===== src/rtl/hier_irq_pkg.sv =====
package hier_irq_pkg;
    localparam int DATA_W      = 32;
    localparam int ADDR_W      = 4;
    localparam int NUM_PORTS   = 3;
    localparam int TS_W        = 2 * NUM_PORTS + 3;
    localparam int BM_W        = 2;
    localparam int SE_W        = 1;
    localparam int FAB_W       = 2 + NUM_PORTS;

    localparam int TS_EN_LSB   = 16;
    localparam int TOP_TS_BIT  = 29;
    localparam int TOP_FAB_BIT = 28;
    localparam int OE_BIT      = 8;

    localparam logic [ADDR_W-1:0] A_TOP_STAT = 4'd0;
    localparam logic [ADDR_W-1:0] A_TOP_EN   = 4'd1;
    localparam logic [ADDR_W-1:0] A_CFG      = 4'd2;
    localparam logic [ADDR_W-1:0] A_TS       = 4'd3;
    localparam logic [ADDR_W-1:0] A_FAB_PEND = 4'd4;
    localparam logic [ADDR_W-1:0] A_FAB_MASK = 4'd5;
    localparam logic [ADDR_W-1:0] A_BM_PEND  = 4'd6;
    localparam logic [ADDR_W-1:0] A_BM_MASK  = 4'd7;
    localparam logic [ADDR_W-1:0] A_SE_PEND  = 4'd8;
    localparam logic [ADDR_W-1:0] A_SE_MASK  = 4'd9;
    localparam logic [ADDR_W-1:0] A_MAC_BASE = 4'd10;

    typedef struct packed {
        logic             irq;
        logic             oe;
        logic             en_ts;
        logic             en_fab;
        logic [FAB_W-1:0] fab_mask;
    } top_state_t;
endpackage


===== src/rtl/hier_irq_leaf.sv =====
module hier_irq_leaf #(
    parameter int N = 2
) (
    input  logic         clk,
    input  logic         rst_n,
    input  logic [N-1:0] src_i,
    input  logic         clr_we_i,
    input  logic [N-1:0] clr_bits_i,
    input  logic         en_we_i,
    input  logic [N-1:0] en_bits_i,
    output logic [N-1:0] pend_o,
    output logic [N-1:0] en_o,
    output logic         hit_o
);
    typedef struct packed {
        logic [N-1:0] pend;
        logic [N-1:0] en;
    } leaf_t;

    leaf_t st_d, st_q;

    always_comb begin
        st_d = st_q;
        if (en_we_i) begin
            st_d.en = en_bits_i;
        end
        st_d.pend = (st_q.pend & ~(clr_we_i ? clr_bits_i : '0)) | src_i;
    end

    always_ff @(posedge clk or negedge rst_n) begin
        if (!rst_n) begin
            st_q <= '0;
        end else begin
            st_q <= st_d;
        end
    end

    assign pend_o = st_q.pend;
    assign en_o   = st_q.en;
    assign hit_o  = |(st_q.pend & st_q.en);

    for (genvar i = 0; i < N; i++) begin : g_chk
        // a pulse always lands, even against a clear
        a_r2_pulse_sets: assert property (@(posedge clk) disable iff (!rst_n)
            src_i[i] |=> pend_o[i]);
        a_r3_clear_drops: assert property (@(posedge clk) disable iff (!rst_n)
            (clr_we_i && clr_bits_i[i] && !src_i[i]) |=> !pend_o[i]);
        a_r2_sticky: assert property (@(posedge clk) disable iff (!rst_n)
            (pend_o[i] && !(clr_we_i && clr_bits_i[i])) |=> pend_o[i]);
    end
endmodule


===== src/rtl/hier_irq_ctrl.sv =====
module hier_irq_ctrl
    import hier_irq_pkg::*;
(
    input  logic              clk,
    input  logic              rst_n,
    input  logic [TS_W-1:0]   ts_evt_i,
    input  logic [BM_W-1:0]   bm_evt_i,
    input  logic [SE_W-1:0]   se_evt_i,
    input  logic              reg_we_i,
    input  logic [ADDR_W-1:0] reg_addr_i,
    input  logic [DATA_W-1:0] reg_wdata_i,
    output logic [DATA_W-1:0] reg_rdata_o,
    output logic              irq_o
);
    top_state_t st_d, st_q;

    logic [TS_W-1:0] ts_pend, ts_en;
    logic [BM_W-1:0] bm_pend, bm_en;
    logic [SE_W-1:0] se_pend, se_en;
    logic            ts_hit, bm_hit, se_hit, fab_hit;
    logic [FAB_W-1:0] fab_pend;

    logic wr_ts, wr_bm_p, wr_bm_m, wr_se_p, wr_se_m;

    assign wr_ts   = reg_we_i && (reg_addr_i == A_TS);
    assign wr_bm_p = reg_we_i && (reg_addr_i == A_BM_PEND);
    assign wr_bm_m = reg_we_i && (reg_addr_i == A_BM_MASK);
    assign wr_se_p = reg_we_i && (reg_addr_i == A_SE_PEND);
    assign wr_se_m = reg_we_i && (reg_addr_i == A_SE_MASK);

    hier_irq_leaf #(.N(TS_W)) u_ts (
        .clk(clk), .rst_n(rst_n), .src_i(ts_evt_i),
        .clr_we_i(wr_ts), .clr_bits_i(reg_wdata_i[TS_W-1:0]),
        .en_we_i(wr_ts), .en_bits_i(reg_wdata_i[TS_EN_LSB +: TS_W]),
        .pend_o(ts_pend), .en_o(ts_en), .hit_o(ts_hit)
    );

    hier_irq_leaf #(.N(BM_W)) u_bm (
        .clk(clk), .rst_n(rst_n), .src_i(bm_evt_i),
        .clr_we_i(wr_bm_p), .clr_bits_i(reg_wdata_i[BM_W-1:0]),
        .en_we_i(wr_bm_m), .en_bits_i(reg_wdata_i[BM_W-1:0]),
        .pend_o(bm_pend), .en_o(bm_en), .hit_o(bm_hit)
    );

    hier_irq_leaf #(.N(SE_W)) u_se (
        .clk(clk), .rst_n(rst_n), .src_i(se_evt_i),
        .clr_we_i(wr_se_p), .clr_bits_i(reg_wdata_i[SE_W-1:0]),
        .en_we_i(wr_se_m), .en_bits_i(reg_wdata_i[SE_W-1:0]),
        .pend_o(se_pend), .en_o(se_en), .hit_o(se_hit)
    );

    // Fabric summary: sub-module hits, MAC slots reserved at zero
    assign fab_pend[0] = bm_hit;
    assign fab_pend[1] = se_hit;
    for (genvar p = 0; p < NUM_PORTS; p++) begin : g_mac
        assign fab_pend[2+p] = 1'b0;
    end
    assign fab_hit = |(fab_pend & st_q.fab_mask);

    always_comb begin
        st_d = st_q;
        if (reg_we_i) begin
            unique case (reg_addr_i)
                A_TOP_EN: begin
                    st_d.en_ts  = reg_wdata_i[TOP_TS_BIT];
                    st_d.en_fab = reg_wdata_i[TOP_FAB_BIT];
                end
                A_CFG:      st_d.oe       = reg_wdata_i[OE_BIT];
                A_FAB_MASK: st_d.fab_mask = reg_wdata_i[FAB_W-1:0];
                default: ;
            endcase
        end
        st_d.irq = st_q.oe && ((ts_hit && st_q.en_ts) || (fab_hit && st_q.en_fab));
    end

    always_ff @(posedge clk or negedge rst_n) begin
        if (!rst_n) begin
            st_q <= '0;
        end else begin
            st_q <= st_d;
        end
    end

    always_comb begin
        reg_rdata_o = '0;
        unique case (reg_addr_i)
            A_TOP_STAT: begin
                reg_rdata_o[TOP_TS_BIT]  = ts_hit;
                reg_rdata_o[TOP_FAB_BIT] = fab_hit;
            end
            A_TOP_EN: begin
                reg_rdata_o[TOP_TS_BIT]  = st_q.en_ts;
                reg_rdata_o[TOP_FAB_BIT] = st_q.en_fab;
            end
            A_CFG:      reg_rdata_o[OE_BIT] = st_q.oe;
            A_TS: begin
                reg_rdata_o[TS_W-1:0]            = ts_pend;
                reg_rdata_o[TS_EN_LSB +: TS_W]   = ts_en;
            end
            A_FAB_PEND: reg_rdata_o[FAB_W-1:0] = fab_pend;
            A_FAB_MASK: reg_rdata_o[FAB_W-1:0] = st_q.fab_mask;
            A_BM_PEND:  reg_rdata_o[BM_W-1:0]  = bm_pend;
            A_BM_MASK:  reg_rdata_o[BM_W-1:0]  = bm_en;
            A_SE_PEND:  reg_rdata_o[SE_W-1:0]  = se_pend;
            A_SE_MASK:  reg_rdata_o[SE_W-1:0]  = se_en;
            default:    reg_rdata_o = '0;
        endcase
    end

    assign irq_o = st_q.irq;

    // the pin needs the output enable of the cycle before
    a_r10_needs_oe: assert property (@(posedge clk) disable iff (!rst_n)
        irq_o |-> $past(st_q.oe));
    // nothing enabled in a cycle means the pin is low in the next
    a_r11_drop: assert property (@(posedge clk) disable iff (!rst_n)
        !((ts_hit && st_q.en_ts) || (fab_hit && st_q.en_fab)) |=> !irq_o);
    // reserved MAC slots never report
    a_r6_mac_quiet: assert property (@(posedge clk) disable iff (!rst_n)
        fab_pend[FAB_W-1:2] == '0);
    // fabric summary bit follows the sub-module hits through the mask
    a_r8_fab_needs_leaf: assert property (@(posedge clk) disable iff (!rst_n)
        fab_hit |-> (bm_hit || se_hit));
    // MAC register window reads zero
    a_r7_mac_zero: assert property (@(posedge clk) disable iff (!rst_n)
        (reg_addr_i >= A_MAC_BASE) |-> (reg_rdata_o == '0));
endmodule


===== config.mk =====
export PLATFORM = sky130hd
export DESIGN_NAME = hier_irq_ctrl
export DESIGN_NICKNAME = d
export VERILOG_FILES = /design/src/rtl/hier_irq_pkg.sv /design/src/rtl/hier_irq_leaf.sv /design/src/rtl/hier_irq_ctrl.sv
export SDC_FILE = /design/constraint.sdc
export NUM_CORES = 1
export LEC_CHECK = 0
export ABC_CLOCK_PERIOD_IN_PS = 1670
export CAP_MARGIN = 20
export CORE_MARGIN = 1.5
export CORE_UTILIZATION = 42
export CTS_BUF_LIST = sky130_fd_sc_hd__clkbuf_2
export DETAILED_ROUTE_END_ITERATION = 10
export PLACE_DENSITY = 0.81
export SLEW_MARGIN = 20
export SYNTH_ARGS = -nofsm -noshare
export SYNTH_HDL_FRONTEND = slang
export SYNTH_SLANG_ARGS = --single-unit

===== constraint.sdc =====
create_clock -name clk -period 1.67 [get_ports clk]
set_input_delay 0.2505 -clock clk [delete_from_list [all_inputs] [get_ports clk]]
set_output_delay 0.2505 -clock clk [all_outputs]
set_load 0.02 [all_outputs]

==> impl_results.md <==
* Starting Density at 43.9%
* Clock skew at 0.00781 ns
* Reg2reg path depth at 4
* Clock transition at the registers of the reported paths at 0.15 ns
* CP cell instances: a222oi_1, nand3_1, a221o_1, o211a_1, buf_2
* Routed Antenna Nets at 0
* ANT cells at 0
* Worst Slack Setup Final at -0.609 ns
* Capturing point of the worst reg2reg path: irq_o$_DFF_PN0_
* Via count at 1557
* Worst path bufs/invs at 1
* Max incr delay on CP at 0.44 ns
* CTS tree: done
* Core ar. at 4030 um^2
* First-pass GRT wire length at 7220 um
* Most instantiated library cell after synthesis: dfrtp_1
* Final worst path period share at 136%
* Clock Sinks at 33
* Failing checks: setup timing
* HPWL after DPL at 3300 um
* Largest net degree at the start of global routing at 34
* Yosys cell types at 34
* Max Cap Violations at 0
* PwrDens at 745 nW/um^2
* Overall die width at 67.9 um
* Clk buf depth at 2
* CTS H-Tree Depth at 2
* Die Ht at 67.9 um
* Layout cells sized above 1 at 37.0%
* Outcome: finished, violations left
* CP top delay family: compound AO/OA/AOI/OAI gates
* Routed len/inst at 14.5 um
* DRC at 0
* Vias in the first global route at 1558
* RSZ-0062 raised after global routing: yes
* Initial antenna violation count at 0
* Die area at 4610 um^2
* Synth area leader: dfrtp_1
* Finished Cell Area at 2740 um^2
* CP required at 1.42 ns
* Register area share after synthesis at 46.7%
* Register-to-register setup slack at 0.02 ns
* Final setup fails at 4
* Fmax at 439 MHz
* Clock Tree Root: clkbuf_2
* Syn_area_per_cell at 11.3 um^2
* Row Count at 23
* Placed cell areas at 2630 um^2
* Post-layout net count at 314
* Synth top area share at 46.7%
* Ys Warns at 0
* Hold_buf cts at 0
* Hold Fails Final Rpt at 0
* Fillers at 342
* Ys async rst share at 100%
* CP Capture Type: output pin
* Critical path's slowest cell: a222oi_1
* Crit path arrival time at 2.03 ns
* Worst Setup Path Type: register to output pin
* Commonest cells in the netlist: 33 x dfrtp_1, 19 x mux2_2, 15 x and2_1
* Worst-Skew Late Latency at 0.36 ns
* Routed WL at 4510 um
* Post-synth EDFFs at 0
* Worst reg2reg path startpoint: u_ts.en_o[0]$_DFFE_PN0N_
* Layout area overhead at 54.6%
* P_leak at 1.20 nW
* Synth top area cells: dfrtp_1 47%, mux2_2 12%, buf_4 5.5%
* CTS Buf Count at 5
* DRT iter0 DRCs at 39
* Hold Crit Class: input port to asynchronous set/reset pin
* Initial DRT Pass Iterations at 4
* Crit Path Max Fanout at 2
* Post-Syn Area at 1770 um^2
* Core Util, Final at 67.9%
* Gr usage total at 21.8%
* Synth Instances at 157
* Gpl congestion at 0.842
* Num ports at 84
* GR Overflow Total at 0
* Hold_ws at 0.264 ns
* Vias per cell at 4.99
* Peak VDD IR at 0.472 mV
* Startpoint Class: register
* PortBufs at 59
* Slew Viols, Final at 0
* FF+latch count, synth at 33
* Fin crit period at 2.28 ns
* Top FF cell, synth: dfrtp_1
## cell families after synthesis
group           after synthesis  synth area share, %
simple gates                 52                 17.2
mux                          23                 15.3
buf+inv                      18                 7.57
other cells                   1                0.212
compound gates               30                 13.0
flops                        33                 46.7
## worst max path at each step
stage / from / end / depth (start not counted)
after CTS: u_ts.pend_o[0]$_DFF_PN0_ / reg_rdata_o[29] / 5
final: u_ts.en_o[0]$_DFFE_PN0N_ / reg_rdata_o[29] / 5
after floorplan: u_ts.en_o[0]$_DFFE_PN0N_ / reg_rdata_o[29] / 4
after detailed placement: reg_addr_i[0] / reg_rdata_o[1] / 5
after global routing: u_ts.en_o[0]$_DFFE_PN0N_ / reg_rdata_o[29] / 5
after global placement: reg_addr_i[0] / reg_rdata_o[1] / 5
## cell type report
| class | instances | area, um^2 | area share (%) |
|---|---|---|---|
| timing repair buffer | 105 | 923 | 33.8 |
| sequential | 33 | 826 | 30.2 |
| tap | 50 | 62.6 | 2.29 |
| multi-input combinational | 118 | 893 | 32.7 |
| clock inverter | 1 | 5.00 | 0.183 |
| clock buffer | 5 | 25.0 | 0.915 |
## routing by layer
layer | GRT usage, % | up-vias | share of wire [%]
li1 | - | 754 | -
met1 | 25.8 | 753 | 42
met2 | 38.7 | 43 | 51
met3 | 5.26 | 7 | 5.1
met4 | 7.25 | 0 | 1.4
met5 | 0 | - | 0
## worst register-to-register path: stages (launching register included)
cell      delay, ns
dfrtp_1        0.41
a222oi_1       0.44
nand3_1        0.14
a221o_1        0.32
a31o_2         0.26
## state kept, by name, summed over array words and instances (netlist names)
name and cells:
u_se.en_o 1, st_q 8, u_ts.pend_o 9, irq_o 1, u_ts.en_o 9, u_bm.pend_o 2, u_se.pend_o 1, u_bm.en_o 2
## placed cells by master (no fill, tap or decap), types with 2 or more instances in the layout
master and count:
nand4_1 2, a22oi_2 3, nand3b_1 2, nand3_1 3
clkdlybuf4s50_1 35, and2_1 13, clkbuf_2 8, clkdlybuf4s15_1 8
and2_4 2, a21oi_1 2, mux2i_1 2, a22oi_1 3
a221o_1 2, dfrtp_1 33, mux2_2 19, a21o_1 12
nand2_1 13, buf_4 41, buf_2 5, buf_6 8
dlygate4sd2_1 4, a22o_1 2, nor2_1 4, conb_1 12
nor3b_1 2, and4bb_4 2, nand2b_1 2, o21ai_1 2
nor2b_1 2
## power by group
part           switching [W]  leakage, nW  internal (W)
clock               0.000247       0.0247     0.0000853
combinational       0.000266        0.815      0.000439
sequential         0.0000800        0.365      0.000921
total               0.000593         1.20       0.00144
## stage by stage
step                power (W)  std cells  worst slack (ns)  TNS, ns
floorplan             0.00131        168             0.101        0
global placement      0.00161        297            -0.687   -20.05
detailed placement    0.00164        297            -0.701   -20.97
CTS                   0.00210        314            -0.639    -1.54
global route          0.00217        312            -0.692    -1.81
finish                0.00204        312            -0.609    -1.43
## timing repair
action / 4_1_cts / 5_1_grt
setup endpoints to repair: 29 / 16
buffers inserted: 10 / 2
gates cloned: 1 / 0
gates resized for setup: 82 / 11
pin swaps: 9 / 3
No activity file was read; power rests on OpenSTA's default activity.
